<file path="src/rtl/alu8_pkg.sv">
package alu8_pkg;
  typedef enum logic [3:0] {
    OP_ADD = 4'd0,  OP_ADC = 4'd1,  OP_SUB = 4'd2,  OP_SBB = 4'd3,
    OP_CMP = 4'd4,  OP_INC = 4'd5,  OP_DEC = 4'd6,  OP_AND = 4'd7,
    OP_OR  = 4'd8,  OP_XOR = 4'd9,  OP_RLC = 4'd10, OP_RRC = 4'd11,
    OP_RAL = 4'd12, OP_RAR = 4'd13, OP_RSV0 = 4'd14, OP_RSV1 = 4'd15
  } alu_op_e;

  localparam int FB_S  = 7;
  localparam int FB_Z  = 6;
  localparam int FB_AC = 4;
  localparam int FB_P  = 2;
  localparam int FB_CY = 0;
  localparam logic [7:0] FLAG_FIXED = 8'h02;

  typedef struct packed {
    logic s;
    logic z;
    logic ac;
    logic p;
    logic cy;
  } flags_t;
endpackage

</file>
<file path="src/rtl/alu8_addsub.sv">
module alu8_addsub #(
  parameter int DATA_W = 8
) (
  input  logic [DATA_W-1:0] a_i,
  input  logic [DATA_W-1:0] b_i,
  input  logic              ci_i,   // carry in, or borrow in when sub_i
  input  logic              sub_i,
  output logic [DATA_W-1:0] sum_o,
  output logic              co_o,   // carry out, or borrow out when sub_i
  output logic              hc_o
);
  localparam int HALF_W = DATA_W / 2;

  logic [DATA_W-1:0] b_eff;
  logic              c_eff;
  logic [DATA_W:0]   full;
  logic [HALF_W:0]   low;

  always_comb begin
    b_eff = sub_i ? ~b_i : b_i;
    c_eff = sub_i ? ~ci_i : ci_i;
    full  = {1'b0, a_i} + {1'b0, b_eff} + {{DATA_W{1'b0}}, c_eff};
    low   = {1'b0, a_i[HALF_W-1:0]} + {1'b0, b_eff[HALF_W-1:0]} + {{HALF_W{1'b0}}, c_eff};
    sum_o = full[DATA_W-1:0];
    co_o  = sub_i ? ~full[DATA_W] : full[DATA_W];
    hc_o  = low[HALF_W];
  end
endmodule

</file>
<file path="src/rtl/alu8_logic_rot.sv">
module alu8_logic_rot
  import alu8_pkg::*;
#(
  parameter int DATA_W = 8
) (
  input  alu_op_e           op_i,
  input  logic [DATA_W-1:0] a_i,
  input  logic [DATA_W-1:0] b_i,
  input  logic              cy_i,
  output logic [DATA_W-1:0] res_o,
  output logic              cy_o
);
  always_comb begin
    res_o = '0;
    cy_o  = 1'b0;
    unique case (op_i)
      OP_AND: res_o = a_i & b_i;
      OP_OR:  res_o = a_i | b_i;
      OP_XOR: res_o = a_i ^ b_i;
      OP_RLC: begin res_o = {a_i[DATA_W-2:0], a_i[DATA_W-1]}; cy_o = a_i[DATA_W-1]; end
      OP_RRC: begin res_o = {a_i[0], a_i[DATA_W-1:1]};        cy_o = a_i[0];        end
      OP_RAL: begin res_o = {a_i[DATA_W-2:0], cy_i};          cy_o = a_i[DATA_W-1]; end
      OP_RAR: begin res_o = {cy_i, a_i[DATA_W-1:1]};          cy_o = a_i[0];        end
      default: ;
    endcase
  end
endmodule

</file>
<file path="src/rtl/alu8_flag_reg.sv">
module alu8_flag_reg
  import alu8_pkg::*;
(
  input  logic       clk_i,
  input  logic       rst_ni,
  input  logic       upd_i,
  input  flags_t     nxt_i,
  input  logic       we_i,
  input  logic [7:0] wdata_i,
  output flags_t     q_o,
  output logic [7:0] byte_o
);
  flags_t q;

  always_ff @(posedge clk_i or negedge rst_ni) begin
    if (!rst_ni) begin
      q <= '0;
    end else if (we_i) begin
      q <= '{s: wdata_i[FB_S], z: wdata_i[FB_Z], ac: wdata_i[FB_AC],
             p: wdata_i[FB_P], cy: wdata_i[FB_CY]};
    end else if (upd_i) begin
      q <= nxt_i;
    end
  end

  always_comb begin
    byte_o        = FLAG_FIXED;
    byte_o[FB_S]  = q.s;
    byte_o[FB_Z]  = q.z;
    byte_o[FB_AC] = q.ac;
    byte_o[FB_P]  = q.p;
    byte_o[FB_CY] = q.cy;
  end

  assign q_o = q;
endmodule

</file>
<file path="src/rtl/alu8_flag_unit.sv">
module alu8_flag_unit
  import alu8_pkg::*;
#(
  parameter int DATA_W = 8
) (
  input  logic              clk_i,
  input  logic              rst_ni,
  input  logic              op_valid_i,
  input  logic [3:0]        op_i,
  input  logic [DATA_W-1:0] acc_i,
  input  logic [DATA_W-1:0] opnd_i,
  input  logic              flag_we_i,
  input  logic [7:0]        flag_wdata_i,
  output logic [DATA_W-1:0] result_o,
  output logic              acc_we_o,
  output logic [7:0]        flags_o
);
  localparam logic [DATA_W-1:0] ONE = DATA_W'(1);

  alu_op_e op;
  flags_t  cur, nxt;
  logic    upd;

  logic [DATA_W-1:0] as_b, as_sum, lr_res;
  logic              as_ci, as_sub, as_co, as_hc, lr_cy;

  assign op = alu_op_e'(op_i);

  always_comb begin
    as_b   = opnd_i;
    as_ci  = 1'b0;
    as_sub = 1'b0;
    unique case (op)
      OP_ADC:         as_ci = cur.cy;
      OP_SUB, OP_CMP: as_sub = 1'b1;
      OP_SBB:         begin as_sub = 1'b1; as_ci = cur.cy; end
      OP_INC:         as_b = ONE;
      OP_DEC:         begin as_b = ONE; as_sub = 1'b1; end
      default: ;
    endcase
  end

  alu8_addsub #(.DATA_W(DATA_W)) u_addsub (
    .a_i  (acc_i),
    .b_i  (as_b),
    .ci_i (as_ci),
    .sub_i(as_sub),
    .sum_o(as_sum),
    .co_o (as_co),
    .hc_o (as_hc)
  );

  alu8_logic_rot #(.DATA_W(DATA_W)) u_logic_rot (
    .op_i (op),
    .a_i  (acc_i),
    .b_i  (opnd_i),
    .cy_i (cur.cy),
    .res_o(lr_res),
    .cy_o (lr_cy)
  );

  always_comb begin
    result_o = as_sum;
    acc_we_o = op_valid_i;
    upd      = op_valid_i;
    nxt      = cur;
    unique case (op)
      OP_ADD, OP_ADC, OP_SUB, OP_SBB, OP_CMP: begin
        nxt.cy = as_co;
        nxt.ac = as_hc;
      end
      OP_INC, OP_DEC: nxt.ac = as_hc;
      OP_AND, OP_OR, OP_XOR: begin
        result_o = lr_res;
        nxt.cy   = 1'b0;
        nxt.ac   = (op == OP_AND);
      end
      OP_RLC, OP_RRC, OP_RAL, OP_RAR: begin
        result_o = lr_res;
        nxt.cy   = lr_cy;
      end
      default: begin
        acc_we_o = 1'b0;
        upd      = 1'b0;
      end
    endcase
    if (op == OP_CMP) acc_we_o = 1'b0;
    if (!(op inside {OP_RLC, OP_RRC, OP_RAL, OP_RAR})) begin
      nxt.s = result_o[DATA_W-1];
      nxt.z = (result_o == '0);
      nxt.p = ~^result_o;
    end
  end

  alu8_flag_reg u_flags (
    .clk_i  (clk_i),
    .rst_ni (rst_ni),
    .upd_i  (upd),
    .nxt_i  (nxt),
    .we_i   (flag_we_i),
    .wdata_i(flag_wdata_i),
    .q_o    (cur),
    .byte_o (flags_o)
  );
endmodule

</file>
<file path="config.mk">
export PLATFORM = sky130hd
export DESIGN_NAME = alu8_flag_unit
export DESIGN_NICKNAME = d
export VERILOG_FILES = /design/src/rtl/alu8_pkg.sv /design/src/rtl/alu8_addsub.sv /design/src/rtl/alu8_logic_rot.sv /design/src/rtl/alu8_flag_reg.sv /design/src/rtl/alu8_flag_unit.sv
export SDC_FILE = /design/constraint.sdc
export NUM_CORES = 1
export LEC_CHECK = 0
export BUFFER_PORTS_ARGS = -buffer_cell sky130_fd_sc_hd__buf_2
export CAP_MARGIN = 15
export CORE_ASPECT_RATIO = 1.1
export CORE_UTILIZATION = 58
export CTS_BUF_LIST = sky130_fd_sc_hd__clkbuf_16
export DETAILED_ROUTE_END_ITERATION = 8
export GPL_TIMING_DRIVEN = 0
export PLACE_DENSITY = 0.86
export RECOVER_POWER = 100
export SLEW_MARGIN = 20
export SYNTH_ARGS = -nofsm -noshare
export SYNTH_HDL_FRONTEND = slang
export SYNTH_SLANG_ARGS = --single-unit
</file>
<file path="constraint.sdc">
create_clock -name clk_i -period 7.2 [get_ports clk_i]
set_clock_uncertainty 0.15 [all_clocks]
set_input_delay 1.08 -clock clk_i [delete_from_list [all_inputs] [get_ports clk_i]]
set_output_delay 1.08 -clock clk_i [all_outputs]
set_load 0.01 [all_outputs]
</file>
After elaboration in Yosys (flattened, before gate mapping). Cells that the tools add are included.

Reductions and logical operators: 21. Equality and inequality tests: 14. Add/sub/neg operators: 4. Mux-type cells: 17. Bitwise gates (word level): 6.

Operator list (count): 8-bit one-hot mux with 7 select lines (1); 4-bit == test, second input constant (6); 8-bit two-way mux (3); 4-bit by 3-bit == test with 1-bit output, second input constant (4); 14-bit OR reduction (1); 7-bit OR reduction (2); 5-bit two-way mux (2); 8-bit by 8-bit adder with 9-bit output (1); 9-bit by 1-bit adder with 9-bit output (1); 8-bit AND (1); 4-bit by 2-bit == test with 1-bit output, second input constant (2); 8-bit logical NOT (1); 8-bit inverter (1); 8-bit bitwise OR (1); 4-bit nonzero test (2); 2-bit OR reduction (4); 4-bit OR reduction (2); 8-bit XNOR reduction (1); 8-bit bitwise XOR (1); 1-bit two-way mux (7); 2-bit AND reduction (3); 4-bit by 4-bit adder with 5-bit output (1); 5-bit by 1-bit adder with 5-bit output (1); 5-bit OR reduction (1); 10 further kinds (12).

Output and inout bits: 17. Flip-flop bits (word level): 5. Word-level logic and storage cells: 67.

Logic depth before layout (Yosys ltp).
Word-level depth: 12. Depth in mapped cells: 20. Mapped depth without buffers: 19.

Hierarchy. From an unflattened synthesis, not the netlist that was laid out.

Cell total of the unflattened synthesis: 273. Area total of the unflattened synthesis: 2137.0 sq um.

Modules (own cells, without submodules): alu8_logic_rot (seq. area each 0.0 sq um, times used 1, cells an instance 113, area each 772.0 sq um); alu8_flag_unit (seq. area each 0.0 sq um, times used 1, cells an instance 70, area each 590.6 sq um); alu8_addsub (seq. area each 0.0 sq um, times used 1, cells an instance 58, area each 471.7 sq um); alu8_flag_reg (seq. area each 125.1 sq um, times used 1, cells an instance 32, area each 302.8 sq um).

Worst setup path after synthesis. Ideal clock, no wire load.

Path kind: input port to output port. From: input op_i[0]. To: output result_o[6]. Setup slack: 2.771 ns. Stages: 14. Arrival: 3.199 ns. Buffers on the path: 2. Cell sequence: buf_2 > buf_2 > nor3b_1 > a21oi_1 > o22ai_1 > nand2_1 > fa_1 > inv_1 > fa_1 > a21oi_1 > nor2_1 > nor2_1 > xor2_1 > o221ai_1.

Cells in the longest elaborated chain, start to end: 8. Elaborated cells between the ends (all ways): 28. Classes of those cells: add/sub (2); eq/ne (13); mux (7); bitwise (2); reduce/logical (4).

Ends and longest elaborated chain: from (decl) (line alu8_flag_unit.sv:9) `input logic [3:0] op_i,`; 4-bit by 3-bit == test with 1-bit output (line alu8_flag_unit.sv:33) `unique case (op)`; 2-bit OR reduction (no line); 8-bit two-way mux (line alu8_flag_unit.sv:33); 8-bit inverter (line alu8_addsub.sv:20) `b_eff = sub_i ? ~b_i : b_i;`; 8-bit two-way mux (line alu8_addsub.sv:20); 8-bit by 8-bit adder with 9-bit output (line alu8_addsub.sv:22) `full = {1'b0, a_i} + {1'b0, b_eff} + {{DATA_W{1'b0}}, c_eff};`; 9-bit by 1-bit adder with 9-bit output (line alu8_addsub.sv:22); 8-bit two-way mux * (line alu8_flag_unit.sv:67) `unique case (op)`; to (decl) (line alu8_flag_unit.sv:14) `output logic [DATA_W-1:0] result_o,`.

Mark *: on every way between the ends. The rest lies on a longest branch, timed or not.

Final worst setup path.
From: input op_i[0]. To: output result_o[7].

Same word-level chain as after synthesis.

==> flow_metrics.py <==
metrics = {
    "pwr": {
        "switching_power_mw": 0.1361,
        "seqPwrFrac_pct": 10.7,
        "irDropWorstVdd_v": 0.0001642,
        "power.density_nw_per_um2": 156.2,
        "swShare_pct": 41.57,
        "clockPowerShare_pct": 28.0,
        "combPwrFrac_pct": 61.3,
        "leakage_nw": 1.011,
        "internal-power_mw": 0.1913,
    },
    "logic_synthesis": {
        "synth.avg_cell_area_sq_um": 7.358,
        "synth-edff-count": 0,
        "synth.distinct_cells": 53,
        "async_flop_share_pct": 100.0,
        "synth_xor_area_share_pct": 5.388,
        "synth_ff_type": "dfrtp_1",
        "synth.largest_area_cell": "ha_1",
        "ys_ff_latch": 5,
        "syn_inst": 243,
        "synthDominantCellAreaShare_pct": 19.59,
        "synth_mux_area_share_pct": 6.858,
        "synth_fa_ha_area_share_pct": 21.83,
        "synth_area_leaders": "ha_1 20%, dfrtp_1 7.0%, mux2i_1 5.6%",
        "yosysSeqAreaShare_pct": 6.998,
        "synthSimpleGateAreaFrac_pct": 17.84,
        "syn_area_sq_um": 1788,
        "synth_top_family_by_area": "compound AO/OA/AOI/OAI gates",
        "synth-compound-area-share_pct": 30.44,
        "ys_warn_count": 0,
    },
    "floorplan": {
        "design.die.area_sq_um": 3309,
        "rows": 20,
        "io_pins": 49,
        "die_x_microns": 54.94,
        "start_util_pct": 62.68,
        "core-area_sq_um": 2853,
        "die_h_microns": 60.23,
    },
    "critical_path": {
        "critPathArrivalTime_ns": 4.50,
        "cp-end-kind": "output pin",
        "setup.worst_path.class": "in2out",
        "crit_fanout": 10,
        "cp.required_ns": 5.97,
        "critPathLaunchType": "primary input",
    },
    "timing": {
        "totalNegativeSetupSlack_ns": 0,
        "finalCriticalPeriod_ns": 5.725,
        "worst_pin_slew_ns": 1.045,
        "maxSlewHeadroom_pct": 29.78,
        "finalHoldViolCount": 0,
        "hold_slack_ns": 0.4015,
        "rsz0062_at_grt": "no",
        "fmax_mhz": 174.7,
        "slew_viol_final": 0,
        "period_share_pct": 79.52,
        "finalSetupViolCount": 0,
    },
    "clock_tree": {
        "cts_hold_buf": 0,
        "cts.sinks": 5,
        "clock_latency_ns": 0.23,
        "h-tree-depth": 1,
        "cts_resized": 0,
        "cts.path.max_buffers": 2,
        "postCtsSetupRepairBufs": 0,
        "clkTransAtPathRegs_ns": 0.04,
        "cts_tree": "yes",
        "root_buffer": "clkbuf_16",
        "cts-buffers-inserted": 3,
    },
    "placement": {
        "numPortBuffers": 41,
        "dp_hpwl_microns": 3921,
        "place.gp.congestion": 1.022,
    },
    "min_path": {
        "hold_path.class": "reg2reg",
    },
    "grt": {
        "track_usage_pct": 34.15,
        "grt_pass1_vias": 1840,
        "gr-total-overflow": 0,
        "grt_pass1_wl_microns": 8204,
        "grt_max_degree": 11,
        "antenna_found_initial": 0,
    },
    "route": {
        "drtIter0Drc": 84,
        "drt-wirelength-per-cell_microns": 15.51,
        "dr_wl_met3_microns": 329,
        "routed_wl_microns": 4994,
        "first_pass_iters": 5,
        "maxUsedRoutingLayer": "met4",
        "wl_met1_microns": 2124,
        "ant_nets": 0,
        "drc": 0,
        "wl_met2_microns": 2447,
        "dr_total_vias": 1964,
        "vias_per_cell": 6.099,
    },
    "finish": {
        "fill_cells": 249,
        "drive_above_1_share_pct": 17.65,
        "insertedDiodeCount": 0,
        "area_growth_pct": 17.28,
        "nNetsFinal": 352,
        "largest_register_ffs": 5,
    },
    "run_status": {
        "status": "finished, final reports clean",
    },
    "flow_run": {
        "cap_violations": 0,
    },
}
## cells in the mapped netlist, types with 3 or more instances
cell       n
o211ai_1   4
ha_1      28
dfrtp_1    5
inv_1     24
buf_4      6
mux2i_1   10
a211oi_1   3
o21a_1     5
nor2b_1    5
o21ai_0   10
buf_2      5
o22ai_1    3
nor3_1     3
a21oi_1   15
nand2_1   24
nand3_1    3
o221a_2    6
nand3b_1   4
nor2_1    17
o21ai_1    7
xor2_1     7
xnor2_1    4
a22oi_1    6
## power groups by stage
stage               registers, mW  logic (mW)  clock network (mW)
floorplan                  0.0368       0.141                   0
global placement           0.0352       0.192                   0
detailed placement         0.0351       0.202                   0
CTS                        0.0349       0.204              0.0909
global route               0.0362       0.231              0.0928
finish                     0.0352       0.201              0.0916
## routing by layer
layer	up-vias	global-route usage, %
met2	79	56.80
met4	0	15.00
met3	15	3.817
li1	967	-
met1	903	43.18
met5	-	0
## through the flow
stage,area (sq um),cells,utilization (%),total power [mW],setup slack (ns)
4_1_cts,2117,322,74.21,0.3296,2.071
2_1_floorplan,1792,244,-,0.1780,2.771
3_3_place_gp,2038,318,71.45,0.2277,2.210
5_1_grt,2097,322,73.51,0.3603,1.129
3_5_place_dp,2038,318,71.45,0.2367,2.119
6_report,2097,322,73.51,0.3275,1.475
## area by class of cell
class                           instances  area, sq um  area share, %
Sequential cell                         5        125.1          5.967
Timing Repair Buffer                   41        187.7          8.950
Buffer                                 15        90.09          4.296
Inverter                               24        90.09          4.296
Clock inverter                          1        3.754         0.1790
Tap cell                               33        41.29          1.969
Clock buffer                            3        75.07          3.580
Multi-Input combinational cell        200         1484          70.76
## worst max-delay path, cell delays in order
cell,delay (ns)
clkbuf_1,0.23
clkbuf_1,0.45
clkbuf_1,0.53
nor3b_1,0.26
a21oi_1,0.08
o22ai_1,0.16
nand2_1,0.11
fa_1,0.39
nand3b_1,0.21
a31oi_1,0.31
nand4b_1,0.14
a21oi_1,0.27
or2_0,0.17
buf_2,0.13
## layout by cell type (no fill, tap or decap), types with 5 or more instances in the layout
cell type and count:
o221a_2 6, a22oi_1 6, xor2_1 7, inv_1 25
ha_1 28, mux2i_1 10, buf_4 6, nor2b_1 5
nand2_1 24, o21a_1 5, dfrtp_1 5, o21ai_0 10
o21ai_1 7, a21oi_1 15, buf_2 30, clkbuf_1 18
nor2_1 17
## cells by family (layout without fill, tap and decap cells)
logic type,after synthesis,in the layout
compound gates,77,77
simple gates,67,67
buf+inv,39,84
fa+ha+maj,30,30
mux,12,12
xor+xnor,11,11
flops,5,5
other cells,2,3
## path summary, 6_finish.rpt
kind | to | slack [ns] | start | cells past startpoint
max in group asynchronous | u_flags.byte_o[0]$_DFFE_PN0P_ | 6.13 | rst_ni | 1
worst max register to register | u_flags.byte_o[2]$_DFFE_PN0P_ | 3.48 | u_flags.byte_o[0]$_DFFE_PN0P_ | 19
worst min-delay path | u_flags.byte_o[6]$_DFFE_PN0P_ | 0.40 | u_flags.byte_o[6]$_DFFE_PN0P_ | 2
worst min register to register | u_flags.byte_o[6]$_DFFE_PN0P_ | 0.40 | u_flags.byte_o[6]$_DFFE_PN0P_ | 2
min in group asynchronous | u_flags.byte_o[6]$_DFFE_PN0P_ | 0.55 | rst_ni | 1
worst max-delay path | result_o[7] | 1.47 | op_i[0] | 14
Note: power is estimated with default switching activity, not from simulation.
